File: config.mk
export PLATFORM = sky130hd
export DESIGN_NAME = pll_gate_ctrl
export DESIGN_NICKNAME = d
export VERILOG_FILES = /design/src/rtl/pgc_pkg.sv /design/src/rtl/pgc_ctrl_reg.sv /design/src/rtl/pgc_timeout.sv /design/src/rtl/pgc_gate.sv /design/src/rtl/pll_gate_ctrl.sv
export SDC_FILE = /design/constraint.sdc
export NUM_CORES = 1
export LEC_CHECK = 0
export CAP_MARGIN = 40
export CORE_MARGIN = 5
export CORE_UTILIZATION = 39
export CTS_CLUSTER_DIAMETER = 120
export CTS_CLUSTER_SIZE = 25
export DETAILED_ROUTE_END_ITERATION = 10
export PLACE_DENSITY = 0.8
export SLEW_MARGIN = 20
export SYNTH_ARGS = -nofsm -noshare
export SYNTH_HDL_FRONTEND = slang
export SYNTH_HIERARCHICAL = 1
export SYNTH_SLANG_ARGS = --single-unit
File: constraint.sdc
create_clock -name clk -period 2.15 [get_ports clk]
set_input_delay 0.43 -clock clk [delete_from_list [all_inputs] [get_ports clk]]
set_output_delay 0.43 -clock clk [all_outputs]
set_load 0.05 [all_outputs]
File: src/rtl/pgc_pkg.sv
package pgc_pkg;

    localparam int DATA_W   = 32;
    localparam int DIV_W    = 11;
    localparam int DIV_LSB  = 16;
    localparam int BYP_BIT  = 12;
    localparam int LT_W     = 3;
    localparam int LT_LSB   = 8;
    localparam int REF_W    = 2;
    localparam int REF_LSB  = 4;
    localparam int FAST_BIT = 3;
    localparam int LP_BIT   = 2;
    localparam int FLT_W    = 2;
    localparam int FLT_LSB  = 0;

    localparam logic [REF_W-1:0] REF_RESERVED = '1;

    typedef struct packed {
        logic [DIV_W-1:0] div;
        logic             bypass;
        logic [LT_W-1:0]  ltime;
        logic [REF_W-1:0] refsel;
        logic             fast;
        logic             lowpwr;
        logic [FLT_W-1:0] filt;
    } ctrl_t;

    function automatic logic [DATA_W-1:0] ctrl_to_word(ctrl_t c);
        logic [DATA_W-1:0] w;
        w = '0;
        w[DIV_LSB +: DIV_W] = c.div;
        w[BYP_BIT]          = c.bypass;
        w[LT_LSB +: LT_W]   = c.ltime;
        w[REF_LSB +: REF_W] = c.refsel;
        w[FAST_BIT]         = c.fast;
        w[LP_BIT]           = c.lowpwr;
        w[FLT_LSB +: FLT_W] = c.filt;
        return w;
    endfunction

    function automatic ctrl_t word_to_ctrl(logic [DATA_W-1:0] w);
        ctrl_t c;
        c.div    = w[DIV_LSB +: DIV_W];
        c.bypass = w[BYP_BIT];
        c.ltime  = w[LT_LSB +: LT_W];
        c.refsel = w[REF_LSB +: REF_W];
        c.fast   = w[FAST_BIT];
        c.lowpwr = w[LP_BIT];
        c.filt   = w[FLT_LSB +: FLT_W];
        return c;
    endfunction

endpackage

File: src/rtl/pgc_ctrl_reg.sv
module pgc_ctrl_reg
    import pgc_pkg::*;
(
    input  logic              clk,
    input  logic              rst_n,
    input  logic              wr_en,
    input  logic              wr_lock,
    input  logic [DATA_W-1:0] wr_data,
    input  logic              pll_enable,
    output ctrl_t             ctrl_o
);

    typedef struct packed {
        ctrl_t ctrl;
    } reg_state_t;

    reg_state_t st_d, st_q;

    always_comb begin
        ctrl_t incoming;
        st_d     = st_q;
        incoming = word_to_ctrl(wr_data);
        if (wr_en && !wr_lock) begin
            if (pll_enable) begin
                // running PLL: only the bypass policy may change
                st_d.ctrl.bypass = incoming.bypass;
            end else begin
                st_d.ctrl = incoming;
                if (incoming.refsel == REF_RESERVED) begin
                    st_d.ctrl.refsel = st_q.ctrl.refsel;
                end
            end
        end
    end

    always_ff @(posedge clk or negedge rst_n) begin
        if (!rst_n) begin
            st_q <= '0;
        end else begin
            st_q <= st_d;
        end
    end

    assign ctrl_o = st_q.ctrl;

endmodule

File: src/rtl/pgc_timeout.sv
module pgc_timeout
    import pgc_pkg::*;
#(
    parameter int CNT_W = 4
) (
    input  logic            clk,
    input  logic            rst_n,
    input  logic            pll_enable,
    input  logic            lock_in,
    input  logic            ms_tick,
    input  logic            timeout_clr,
    input  logic [LT_W-1:0] ltime,
    output logic            timeout_flag
);

    // codes with the top bit set map to 8 + low bits; the rest disable timing
    localparam logic [LT_W-1:0] LT_FIRST_VALID = LT_W'(1 << (LT_W - 1));
    localparam logic [CNT_W-1:0] LT_OFFSET     = CNT_W'(1 << (LT_W - 1));

    typedef struct packed {
        logic [CNT_W-1:0] cnt;
        logic             flag;
    } to_state_t;

    to_state_t st_d, st_q;
    logic [CNT_W-1:0] limit;
    logic             armed;

    always_comb begin
        if (ltime >= LT_FIRST_VALID) begin
            limit = CNT_W'(ltime) + LT_OFFSET;
            armed = 1'b1;
        end else begin
            limit = '0;
            armed = 1'b0;
        end
    end

    always_comb begin
        st_d = st_q;
        if (timeout_clr) begin
            st_d.flag = 1'b0;
        end
        if (!pll_enable || lock_in) begin
            st_d.cnt = '0;
        end else if (ms_tick && armed && !st_q.flag) begin
            if (st_q.cnt + CNT_W'(1) == limit) begin
                st_d.flag = 1'b1;
                st_d.cnt  = '0;
            end else begin
                st_d.cnt = st_q.cnt + CNT_W'(1);
            end
        end
    end

    always_ff @(posedge clk or negedge rst_n) begin
        if (!rst_n) begin
            st_q <= '0;
        end else begin
            st_q <= st_d;
        end
    end

    assign timeout_flag = st_q.flag;

endmodule

File: src/rtl/pgc_gate.sv
module pgc_gate (
    input  logic clk,
    input  logic rst_n,
    input  logic pll_enable,
    input  logic startup_done,
    input  logic lock_in,
    input  logic bypass,
    input  logic fast,
    output logic gate_en
);

    typedef struct packed {
        logic gate;
        logic seen_lock;
    } gate_state_t;

    gate_state_t st_d, st_q;

    always_comb begin
        logic ready;
        st_d = st_q;
        if (!pll_enable) begin
            st_d.seen_lock = 1'b0;
        end else if (lock_in) begin
            st_d.seen_lock = 1'b1;
        end

        if (!bypass) begin
            ready = lock_in;
        end else if (fast) begin
            ready = 1'b1;
        end else begin
            ready = st_q.seen_lock || lock_in;
        end
        st_d.gate = pll_enable && startup_done && ready;
    end

    always_ff @(posedge clk or negedge rst_n) begin
        if (!rst_n) begin
            st_q <= '0;
        end else begin
            st_q <= st_d;
        end
    end

    assign gate_en = st_q.gate;

endmodule

File: src/rtl/pll_gate_ctrl.sv
module pll_gate_ctrl
    import pgc_pkg::*;
#(
    parameter int TO_CNT_W = 4
) (
    input  logic              clk,
    input  logic              rst_n,
    input  logic              wr_en,
    input  logic              wr_lock,
    input  logic [DATA_W-1:0] wr_data,
    output logic [DATA_W-1:0] rd_data,
    input  logic              pll_enable,
    input  logic              startup_done,
    input  logic              lock_in,
    input  logic              ms_tick,
    input  logic              timeout_clr,
    output logic              clk_gate_en,
    output logic              timeout_flag,
    output logic [REF_W-1:0]  ref_sel
);

    ctrl_t ctrl;

    pgc_ctrl_reg u_reg (
        .clk        (clk),
        .rst_n      (rst_n),
        .wr_en      (wr_en),
        .wr_lock    (wr_lock),
        .wr_data    (wr_data),
        .pll_enable (pll_enable),
        .ctrl_o     (ctrl)
    );

    pgc_gate u_gate (
        .clk          (clk),
        .rst_n        (rst_n),
        .pll_enable   (pll_enable),
        .startup_done (startup_done),
        .lock_in      (lock_in),
        .bypass       (ctrl.bypass),
        .fast         (ctrl.fast),
        .gate_en      (clk_gate_en)
    );

    pgc_timeout #(
        .CNT_W (TO_CNT_W)
    ) u_to (
        .clk          (clk),
        .rst_n        (rst_n),
        .pll_enable   (pll_enable),
        .lock_in      (lock_in),
        .ms_tick      (ms_tick),
        .timeout_clr  (timeout_clr),
        .ltime        (ctrl.ltime),
        .timeout_flag (timeout_flag)
    );

    assign rd_data = ctrl_to_word(ctrl);
    assign ref_sel = ctrl.refsel;

endmodule

==> metrics.md, run 1 <==
| Metric | Value |
|---|---|
| GR Util met1 | `15.5%` |
| Flop-to-flop setup slack | `0.41 ns` |
| Area Growth Syn to Fin | `43.1%` |
| Clock network power share | `22.6%` |
| RSZ-0062 raised after global routing | `false` |
| Synth area leaders | `dfrtp_1 49%, mux2_4 11%, mux2_2 7.1%` |
| Layout net count | `212` |
| Worst IR Drop VDD | `0.580 mV` |
| Ys async rst share | `100%` |
| Worst R2R Path Depth | `5` |
| I/O Buffers | `54` |
| R2R Path End | `u_to/timeout_flag$_DFF_PN0_` |
| Crit-path max FO | `5` |
| CTS tree | `yes` |
| Worst slew margin | `64.4%` |
| Die H | `70.5 µm` |
| Die X | `70.5 µm` |
| # clock sinks | `28` |
| Met3 global-route usage | `5.11%` |
| Sw Pwr | `681 µW` |
| Worst r2r src | `u_to/st_q[1]$_DFFE_PN0P_` |
| Routed WL | `3240 µm` |
| Post-DR wirelength/cell | `14.9 µm` |
| Crit-path leading delay family | `buffers and inverters` |
| Most used flip-flop cell after synthesis | `dfrtp_1` |
| Most Crowded Layer GR | `met2` |
| Initial antenna violation count | `0` |
| Vias per cell | `4.82` |
| I/O Pins | `77` |
| Met2 usage | `21.9%` |
| TNS Setup | `0 ns` |
| Antenna Nets Post-Route | `0` |
| Final hold violations | `0` |
| Post-synth top area cell | `dfrtp_1` |
| DR iter-0 viols | `21` |
| Crit path launch | `u_reg/ctrl_o[7]$_DFFE_PN0P_` |
| Post-synth EDFFs | `0` |
| Warnings from Yosys | `6` |
| First-pass GRT wire length | `5390 µm` |
| Internal power | `1.14 mW` |
| Period minus WS final | `1.99 ns` |
| Remaining DRCs | `0` |
| Total number of vias | `1045` |
| Top cell type's share of synthesized area | `49.0%` |
| Largest net degree at the start of global routing | `29` |
| Count of unique library cells instantiated by Yosys | `38` |
| Sequential power share | `36.7%` |
| HP Class | `input pin to async pin` |
| Setup Fix Bufs, Post-CTS | `0` |
| Status | `finished, final reports clean` |
| Starting Density | `39.6%` |
| CTS Hold Bufs | `0` |
| Clk pin slew, worst setup/hold paths | `0.10 ns` |
| Maximum buffer depth of the clock tree | `2` |
| Overall Power | `1.82 mW` |
| Power Density | `892 mW/mm²` |
| Crit share post-route | `92.6%` |
| Post-cts resize count | `0` |
| Leakage | `0.874 nW` |
| Share of post-route cells with drive strength above 1 | `18.3%` |
| GRT Resource Usage Total | `13.4%` |
| CTS root buf | `clkbuf_8` |
| GP Congestion | `0.754` |
| Slowest cell on crit path | `clkdlybuf4s50_1` |
| Die footprint | `0.00497 mm²` |
| Syn Inst Count | `113` |
| Buffer and inverter count on the worst path | `1` |
| Worst-margin pin slew | `0.532 ns` |
| GRT overflow | `0` |
| Worst path arrival time | `1.56 ns` |
| Share of power burned in combinational logic | `40.7%` |
| Endpoints failing setup | `0` |
| Crit Path Class | `flip-flop to output pin` |
| Crit path cell chain | `clkdlybuf4s50_1` |
| CP startpoint kind | `flip-flop` |
| CP Capture Type | `output pin` |
| Core ar. | `0.00361 mm²` |
| # H-tree levels | `1` |
| Via count of the first global-routing pass | `1201` |
| Row Count | `22` |
| Dpl cell area | `0.00197 mm²` |
| Worst EP required | `1.72 ns` |
| Max stage delay on crit path | `0.85 ns` |
| Final Max Slew Viols | `0` |
| DR pass1 iterations | `4` |
| Register bit total from synthesis | `28` |
| Worst skew pair latency | `0.27 ns` |
| Mapped cell area | `0.00143 mm²` |
| Max_cap viols | `0` |
| Final Cell Area | `0.00204 mm²` |
| Mean Syn Cell Area | `12.6 µm²` |
| Register area share after synthesis | `49.0%` |
| Clk_skew | `0.00345 ns` |
| Hpwl dp | `2560 µm` |
| Max Fclk | `0.502 GHz` |
| Net Sw Frac | `37.3%` |
| Number of diodes | `0` |
| CTS buffer count | `3` |
-- worst register-to-register path, cell delays in order (launching register included) --
cell and delay (ns):
dfrtp_1 0.47, ha_1 0.39, a21o_1 0.19, a21oi_1 0.21, o31ai_1 0.13, o32ai_1 0.25
-- metrics by stage --
stage	worst slack (ns)	instances	hold slack [ns]	utilization, %
2_1_floorplan	0.285	123	0.134	-
3_3_place_gp	0.261	213	0.469	54.7
3_5_place_dp	0.223	213	0.489	54.7
4_1_cts	0.151	217	0.512	56.7
5_1_grt	0.103	217	0.517	56.7
6_report	0.159	217	0.507	56.7
-- state kept, by name, indices dropped and copies added, names as in the netlist --
| name | count |
|---|---|
| u_to/timeout_flag | 1 |
| u_gate/gate_en | 1 |
| u_reg/ctrl_o | 21 |
| u_gate/st_q | 1 |
| u_to/st_q | 4 |
-- placed cells by master, fill, tap and decap left out, drive strengths merged, types with 3 or more instances in the layout --
master         synthesis  final
a21oi                  4      4
nor2                   4      4
buf                   15      5
clkdlybuf4s50          0     53
nand3                  3      3
mux2                  19     19
nor4b                  3      3
nand2                  5      5
clkbuf                 1      3
conb                   1     11
dfrtp                 28     28
-- cells in the mapped netlist (2+ instances only) --
library cell / count
a21oi_1: 4
and3b_1: 2
buf_4: 13
dfrtp_1: 28
inv_1: 2
mux2_2: 9
mux2_4: 10
nand2_1: 5
nand3_1: 3
nor2_1: 4
nor4b_1: 3
o22a_1: 2
xnor2_1: 2
xor2_1: 2
-- layout make-up --
type	instances	area [µm²]
well taps	48	60.1
clock inverters	1	30.0
fillers	294	1560
multi-input cells	77	624
inverters	2	7.51
clock buffers	3	41.3
repair buffers	58	581
flip-flops and latches	28	701
-- how the worst max path moves through the flow --
stage / cells past startpoint / slack [ns] / endpoint
floorplan: 5 / 0.28 / u_to/st_q[4]$_DFFE_PN0P_
global placement: 4 / 0.26 / u_reg/ctrl_o[2]$_DFFE_PN0P_
detailed placement: 4 / 0.22 / u_reg/ctrl_o[15]$_DFFE_PN0P_
CTS: 1 / 0.15 / rd_data[9]
global route: 1 / 0.10 / rd_data[9]
finish: 1 / 0.16 / rd_data[9]
-- kinds of logic (layout without fill, tap and decap cells) --
logic type | Yosys count | count (layout) | synth area share, %
AO/OA/AOI/OAI | 16 | 16 | 8.50
XOR/XNOR | 4 | 4 | 2.45
AND/OR/NAND/NOR | 26 | 26 | 11.4
adder cells (fa/ha/maj) | 1 | 1 | 0.876
flip-flops | 28 | 28 | 49.0
multiplexers | 19 | 19 | 17.6
buffers and inverters | 18 | 64 | 9.89
other | 1 | 11 | 0.262
-- metal layers --
| metal | share of wire, % | wire (µm) | vias up |
|---|---|---|---|
| li1 | - | - | 490 |
| met1 | 39 | 1250 | 495 |
| met2 | 49 | 1570 | 54 |
| met3 | 11 | 350 | 6 |
| met4 | 2.1 | 68 | 0 |
| met5 | 0 | 0 | - |
-- power groups by stage --
stage / sequential, mW / combinational, mW / clock, mW
detailed placement: 0.678 / 0.745 / 0
CTS: 0.671 / 0.747 / 0.420
finish: 0.669 / 0.743 / 0.412
global route: 0.683 / 0.769 / 0.439
global placement: 0.672 / 0.735 / 0
floorplan: 0.933 / 0.240 / 0
(Power assumes the default switching activity.)
==> inputs of run 2 (changes only) <==
--- a/config.mk
+++ b/config.mk
@@ -11,7 +11,8 @@
 export CTS_CLUSTER_DIAMETER = 120
 export CTS_CLUSTER_SIZE = 25
 export DETAILED_ROUTE_END_ITERATION = 10
-export PLACE_DENSITY = 0.8
+export HOLD_SLACK_MARGIN = 0.12
+export PLACE_DENSITY_LB_ADDON = 0.12
 export SLEW_MARGIN = 20
 export SYNTH_ARGS = -nofsm -noshare
 export SYNTH_HDL_FRONTEND = slang
==> run 2 against run 1 <==
Power fell by 0.22%. Combinational power fell by 0.5%. Critical path depth did not move. Sequential share of layout area fell by 0.10 points. Setup slack improved by 0.018 ns. Via count rose by 0.48%. Worst hold slack got worse by 0.0026 ns. Largest power group unchanged. Clock power barely moved.
==> metrics.md, run 2 (synthesized netlist as in run 1, its figures left out) <==
| Metric | Value |
|---|---|
| Status | `finished, final reports clean` |
| Row Count | `22` |
| Worst R2R Path Depth | `5` |
| Die X | `70.5 µm` |
| Worst slew margin | `65.6%` |
| CTS tree | `yes` |
| Maximum buffer depth of the clock tree | `2` |
| CTS Hold Bufs | `0` |
| Number of diodes | `0` |
| CTS buffer count | `3` |
| Hold_sp | `u_gate/st_q[0]$_DFFE_PN0P_` |
| Worst skew pair latency | `0.28 ns` |
| Hpwl dp | `2410 µm` |
| Worst path arrival time | `1.54 ns` |
| Clk_skew | `0.00240 ns` |
| WHS Endpoint | `u_gate/st_q[0]$_DFFE_PN0P_` |
| Commonest non-fill, non-tap cell in the layout | `clkdlybuf4s50_1` |
| Setup Fix Bufs, Post-CTS | `0` |
| HP Class | `flip-flop to flip-flop` |
| Max Fclk | `0.507 GHz` |
| Layout net count | `212` |
| Initial antenna violation count | `0` |
| Worst slack at placement | `0.250 ns` |
| Slowest cell on crit path | `clkdlybuf4s50_1` |
| Worst r2r src | `u_to/st_q[1]$_DFFE_PN0P_` |
| CP startpoint kind | `flip-flop` |
| Worst IR Drop VDD | `0.487 mV` |
| DR pass1 iterations | `3` |
| Post-DR wirelength/cell | `14.5 µm` |
| Final hold violations | `0` |
| Routed WL | `3140 µm` |
| Endpoints failing setup | `0` |
| GRT overflow | `0` |
| Core ar. | `0.00361 mm²` |
| Area Growth Syn to Fin | `43.5%` |
| Max stage delay on crit path | `0.83 ns` |
| Worst-margin pin slew | `0.514 ns` |
| DR iter-0 viols | `53` |
| Power Density | `887 mW/mm²` |
| Die H | `70.5 µm` |
| Max_cap viols | `0` |
| Die footprint | `0.00497 mm²` |
| I/O Pins | `77` |
| Period minus WS final | `1.97 ns` |
| TNS Setup | `0 ns` |
| Dpl cell area | `0.00198 mm²` |
| Remaining DRCs | `0` |
| GP Congestion | `0.824` |
| Total number of vias | `1050` |
| Vias per cell | `4.84` |
| Post-Layout Cell Count | `217` |
| GRT Resource Usage Total | `12.3%` |
| DP Cell Count | `213` |
| RSZ-0062 raised after global routing | `false` |
| First-pass GRT wire length | `4910 µm` |
| Max reg flops | `21` |
| CTS root buf | `clkbuf_8` |
| Clk pin slew, worst setup/hold paths | `0.09 ns` |
| Antenna Nets Post-Route | `0` |
| Fin worst setup slack | `0.177 ns` |
| Most frequent cells in the layout | `53 x clkdlybuf4s50_1, 28 x dfrtp_1, 11 x conb_1` |
| Buffer and inverter count on the worst path | `1` |
| Final Max Slew Viols | `0` |
| Crit-path max FO | `5` |
| Leakage | `0.877 nW` |
| Crit Path Class | `flip-flop to output pin` |
| Crit share post-route | `91.8%` |
| Starting Density | `39.6%` |
| Flop-to-flop setup slack | `0.47 ns` |
| R2R Path End | `u_to/timeout_flag$_DFF_PN0_` |
| Worst EP required | `1.72 ns` |
| Crit-path leading delay family | `buffers and inverters` |
| Largest net degree at the start of global routing | `29` |
| Min-Delay Path Depth | `1` |
| Share of post-route cells with drive strength above 1 | `18.3%` |
| I/O Buffers | `54` |
| # H-tree levels | `1` |
| # clock sinks | `28` |
| CP Capture Type | `output pin` |
| Final Cell Area | `0.00205 mm²` |
| Post-cts resize count | `0` |
| Via count of the first global-routing pass | `1072` |
| Crit path cell chain | `clkdlybuf4s50_1` |
[run 2: cell counts in the layout (fill, tap and decap cells not counted)]
No cell type changed its count.
[run 2: stage by stage]
stage	total power [mW]	util [%]	hold slack (ns)
2_1_floorplan	1.17	-	0.134
3_3_place_gp	1.41	54.9	0.465
3_5_place_dp	1.42	54.9	0.486
4_1_cts	1.85	56.9	0.509
5_1_grt	1.90	56.9	0.519
6_report	1.82	56.9	0.504
[run 2: cell type report]
class / count / area, µm²
fill: 326 / 1560
sequential: 28 / 701
multi-input combinational: 77 / 631
timing repair buffer: 58 / 581
tap: 48 / 60.1
clock buffer: 3 / 41.3
clock inverter: 1 / 30.0
inverter: 2 / 7.51
[run 2: worst register-to-register path, stage by stage (launching register included)]
cell and delay (ns):
dfrtp_1 0.48, ha_1 0.39, a21o_1 0.19, a21oi_1 0.20
o31ai_1 0.11, o32ai_1 0.22
[run 2: worst max-delay path by stage]
stage                                      startpoint                     endpoint  slack (ns)  cells after the start
after detailed placement                      ms_tick     u_to/st_q[4]$_DFFE_PN0P_        0.25                      5
after global routing      u_reg/ctrl_o[7]$_DFFE_PN0P_                   rd_data[9]        0.11                      1
after floorplan           u_reg/ctrl_o[8]$_DFFE_PN0P_     u_to/st_q[4]$_DFFE_PN0P_        0.28                      5
final                     u_reg/ctrl_o[7]$_DFFE_PN0P_                   rd_data[9]        0.18                      1
after CTS                 u_reg/ctrl_o[7]$_DFFE_PN0P_                   rd_data[9]        0.15                      1
after global placement                        wr_lock  u_reg/ctrl_o[3]$_DFFE_PN0P_        0.27                      4
[run 2: power by group]
part | leakage, nW | internal [mW] | switching, mW
Sequential | 0.344 | 0.604 | 0.0627
Clock | 0.0357 | 0.249 | 0.165
Combinational | 0.497 | 0.290 | 0.449
Total | 0.877 | 1.14 | 0.676
[run 2: routing by layer]
metal | share of wire [%] | up-vias | global-route usage, %
met3 | 6.7 | 5 | 4.12
met5 | 0 | - | 0
met1 | 40 | 520 | 13.3
met4 | 1.4 | 0 | 5.01
met2 | 52 | 31 | 22.1
li1 | - | 494 | -
==> inputs of run 3 (changes only) <==
--- a/config.mk
+++ b/config.mk
@@ -6,7 +6,7 @@
 export NUM_CORES = 1
 export LEC_CHECK = 0
 export CAP_MARGIN = 40
-export CORE_MARGIN = 5
+export CORE_MARGIN = 2
 export CORE_UTILIZATION = 39
 export CTS_CLUSTER_DIAMETER = 120
 export CTS_CLUSTER_SIZE = 25
==> run 3 against run 2 <==
Core utilization rose by 1.8 points. Sequential power fell by 1%. Critical path type unchanged. Non-clock buffer count rose by 2. Sequential cell count did not move. Worst hold slack got worse by 0.043 ns. Register-to-register slack got worse by 0.04 ns. Power fell by 11%. First-iteration DRC count fell by 26%.
==> metrics.md, run 3 (synthesized netlist as in run 1, its figures left out) <==
| Metric | Value |
|---|---|
| Starting Density | `41.8%` |
| Number of diodes | `0` |
| Final hold violations | `0` |
| Commonest non-fill, non-tap cell in the layout | `clkdlybuf4s50_1` |
| GP Congestion | `0.845` |
| Initial antenna violation count | `0` |
| Share of post-route cells with drive strength above 1 | `18.2%` |
| Buffer and inverter count on the worst path | `1` |
| GRT Resource Usage Total | `14.3%` |
| # clock sinks | `28` |
| Row Count | `21` |
| Hpwl dp | `2280 µm` |
| Area Growth Syn to Fin | `40.3%` |
| Flop-to-flop setup slack | `0.43 ns` |
| Die footprint | `0.00416 mm²` |
| Worst slew margin | `65.0%` |
| Die H | `64.5 µm` |
| TNS Setup | `0 ns` |
| Max Fclk | `0.492 GHz` |
| Total number of vias | `1024` |
| Worst EP required | `1.72 ns` |
| Die X | `64.5 µm` |
| Worst skew pair latency | `0.31 ns` |
| Setup Fix Bufs, Post-CTS | `0` |
| HP Class | `input pin to async pin` |
| Crit-path leading delay family | `buffers and inverters` |
| Largest net degree at the start of global routing | `29` |
| Remaining DRCs | `0` |
| I/O Pins | `77` |
| Max_cap viols | `0` |
| Via count of the first global-routing pass | `1064` |
| Post-cts resize count | `0` |
| Routed WL | `2910 µm` |
| Worst-margin pin slew | `0.523 ns` |
| DR pass1 iterations | `2` |
| Clk pin slew, worst setup/hold paths | `0.13 ns` |
| Leakage | `0.861 nW` |
| Tightest hold margin | `0.461 ns` |
| First-pass GRT wire length | `4690 µm` |
| Final Max Slew Viols | `0` |
| Endpoints failing setup | `0` |
| CTS tree | `yes` |
| I/O Buffers | `54` |
| Worst IR Drop VDD | `0.471 mV` |
| CTS root buf | `clkbuf_4` |
| CTS Hold Bufs | `0` |
| Crit-path max FO | `5` |
| Vias per cell | `4.74` |
| Most frequent cells in the layout | `54 x clkdlybuf4s50_1, 28 x dfrtp_1, 11 x conb_1` |
| Layout fillers | `317` |
| Crit path cell chain | `clkdlybuf4s50_1` |
| Maximum buffer depth of the clock tree | `2` |
| Max stage delay on crit path | `0.83 ns` |
| DR iter-0 viols | `39` |
| RSZ-0062 raised after global routing | `false` |
| Status | `finished, final reports clean` |
| CP startpoint kind | `flip-flop` |
| Antenna Nets Post-Route | `0` |
| Crit Path Class | `flip-flop to output pin` |
| Slowest cell on crit path | `clkdlybuf4s50_1` |
| Worst path arrival time | `1.60 ns` |
| Max reg flops | `21` |
| Post-DR wirelength/cell | `13.5 µm` |
| CP Capture Type | `output pin` |
| Power Density | `806 mW/mm²` |
| Layout net count | `214` |
| # H-tree levels | `1` |
| Core ar. | `0.00342 mm²` |
| Period minus WS final | `2.03 ns` |
| Clk_skew | `0.000663 ns` |
| Crit share post-route | `94.6%` |
| CTS buffer count | `3` |
| GRT overflow | `0` |
[run 3: routing by layer]
layer	GRT usage [%]	wire length (µm)	part of all wire [%]
met4	3.19	21	0.72
met5	0	0	0
met1	16.9	1230	42
met2	25.9	1500	52
met3	3.99	156	5.4
[run 3: final cells by class]
cell class	instances	area [µm²]	share of cell area, %
clock buffer	3	22.5	1.12
tap	46	57.6	2.87
inverter	2	7.51	0.375
timing repair buffer	60	586	29.2
sequential	28	701	35.0
multi-input combinational	77	631	31.5
[run 3: power breakdown]
group | internal (mW) | leakage, nW | switching, mW
Clock | 0.0656 | 0.0138 | 0.139
Sequential | 0.604 | 0.344 | 0.0540
Combinational | 0.295 | 0.503 | 0.457
[run 3: worst reg2reg max path, stage by stage (launching register included)]
cell     delay (ns)
dfrtp_1        0.49
ha_1           0.40
a21o_1         0.19
a21oi_1        0.20
o31ai_1        0.12
o32ai_1        0.23
[run 3: through the flow]
| step | cells | instance area, µm² | worst slack, ns | util [%] | total power, mW |
|---|---|---|---|---|---|
| after detailed placement | 213 | 1980 | 0.269 | 58.0 | 1.42 |
| after CTS | 216 | 2000 | 0.0891 | 58.7 | 1.64 |
| after floorplan | 123 | 1470 | 0.285 | - | 1.17 |
| final | 216 | 2000 | 0.116 | 58.7 | 1.62 |
| after global placement | 213 | 1980 | 0.275 | 58.0 | 1.42 |
| after global routing | 216 | 2000 | 0.0471 | 58.7 | 1.70 |
[run 3: worst paths after layout]
kind | cells past startpoint | to | from
worst max-delay path | 1 | rd_data[9] | u_reg/ctrl_o[7]$_DFFE_PN0P_
worst min-delay path | 2 | u_reg/ctrl_o[0]$_DFFE_PN0P_ | rst_n
worst max register to register | 5 | u_to/timeout_flag$_DFF_PN0_ | u_to/st_q[1]$_DFFE_PN0P_
worst min register to register | 1 | u_gate/st_q[0]$_DFFE_PN0P_ | u_gate/st_q[0]$_DFFE_PN0P_
max in group asynchronous | 2 | u_to/st_q[2]$_DFFE_PN0P_ | rst_n
min in group clk | 1 | u_gate/st_q[0]$_DFFE_PN0P_ | u_gate/st_q[0]$_DFFE_PN0P_
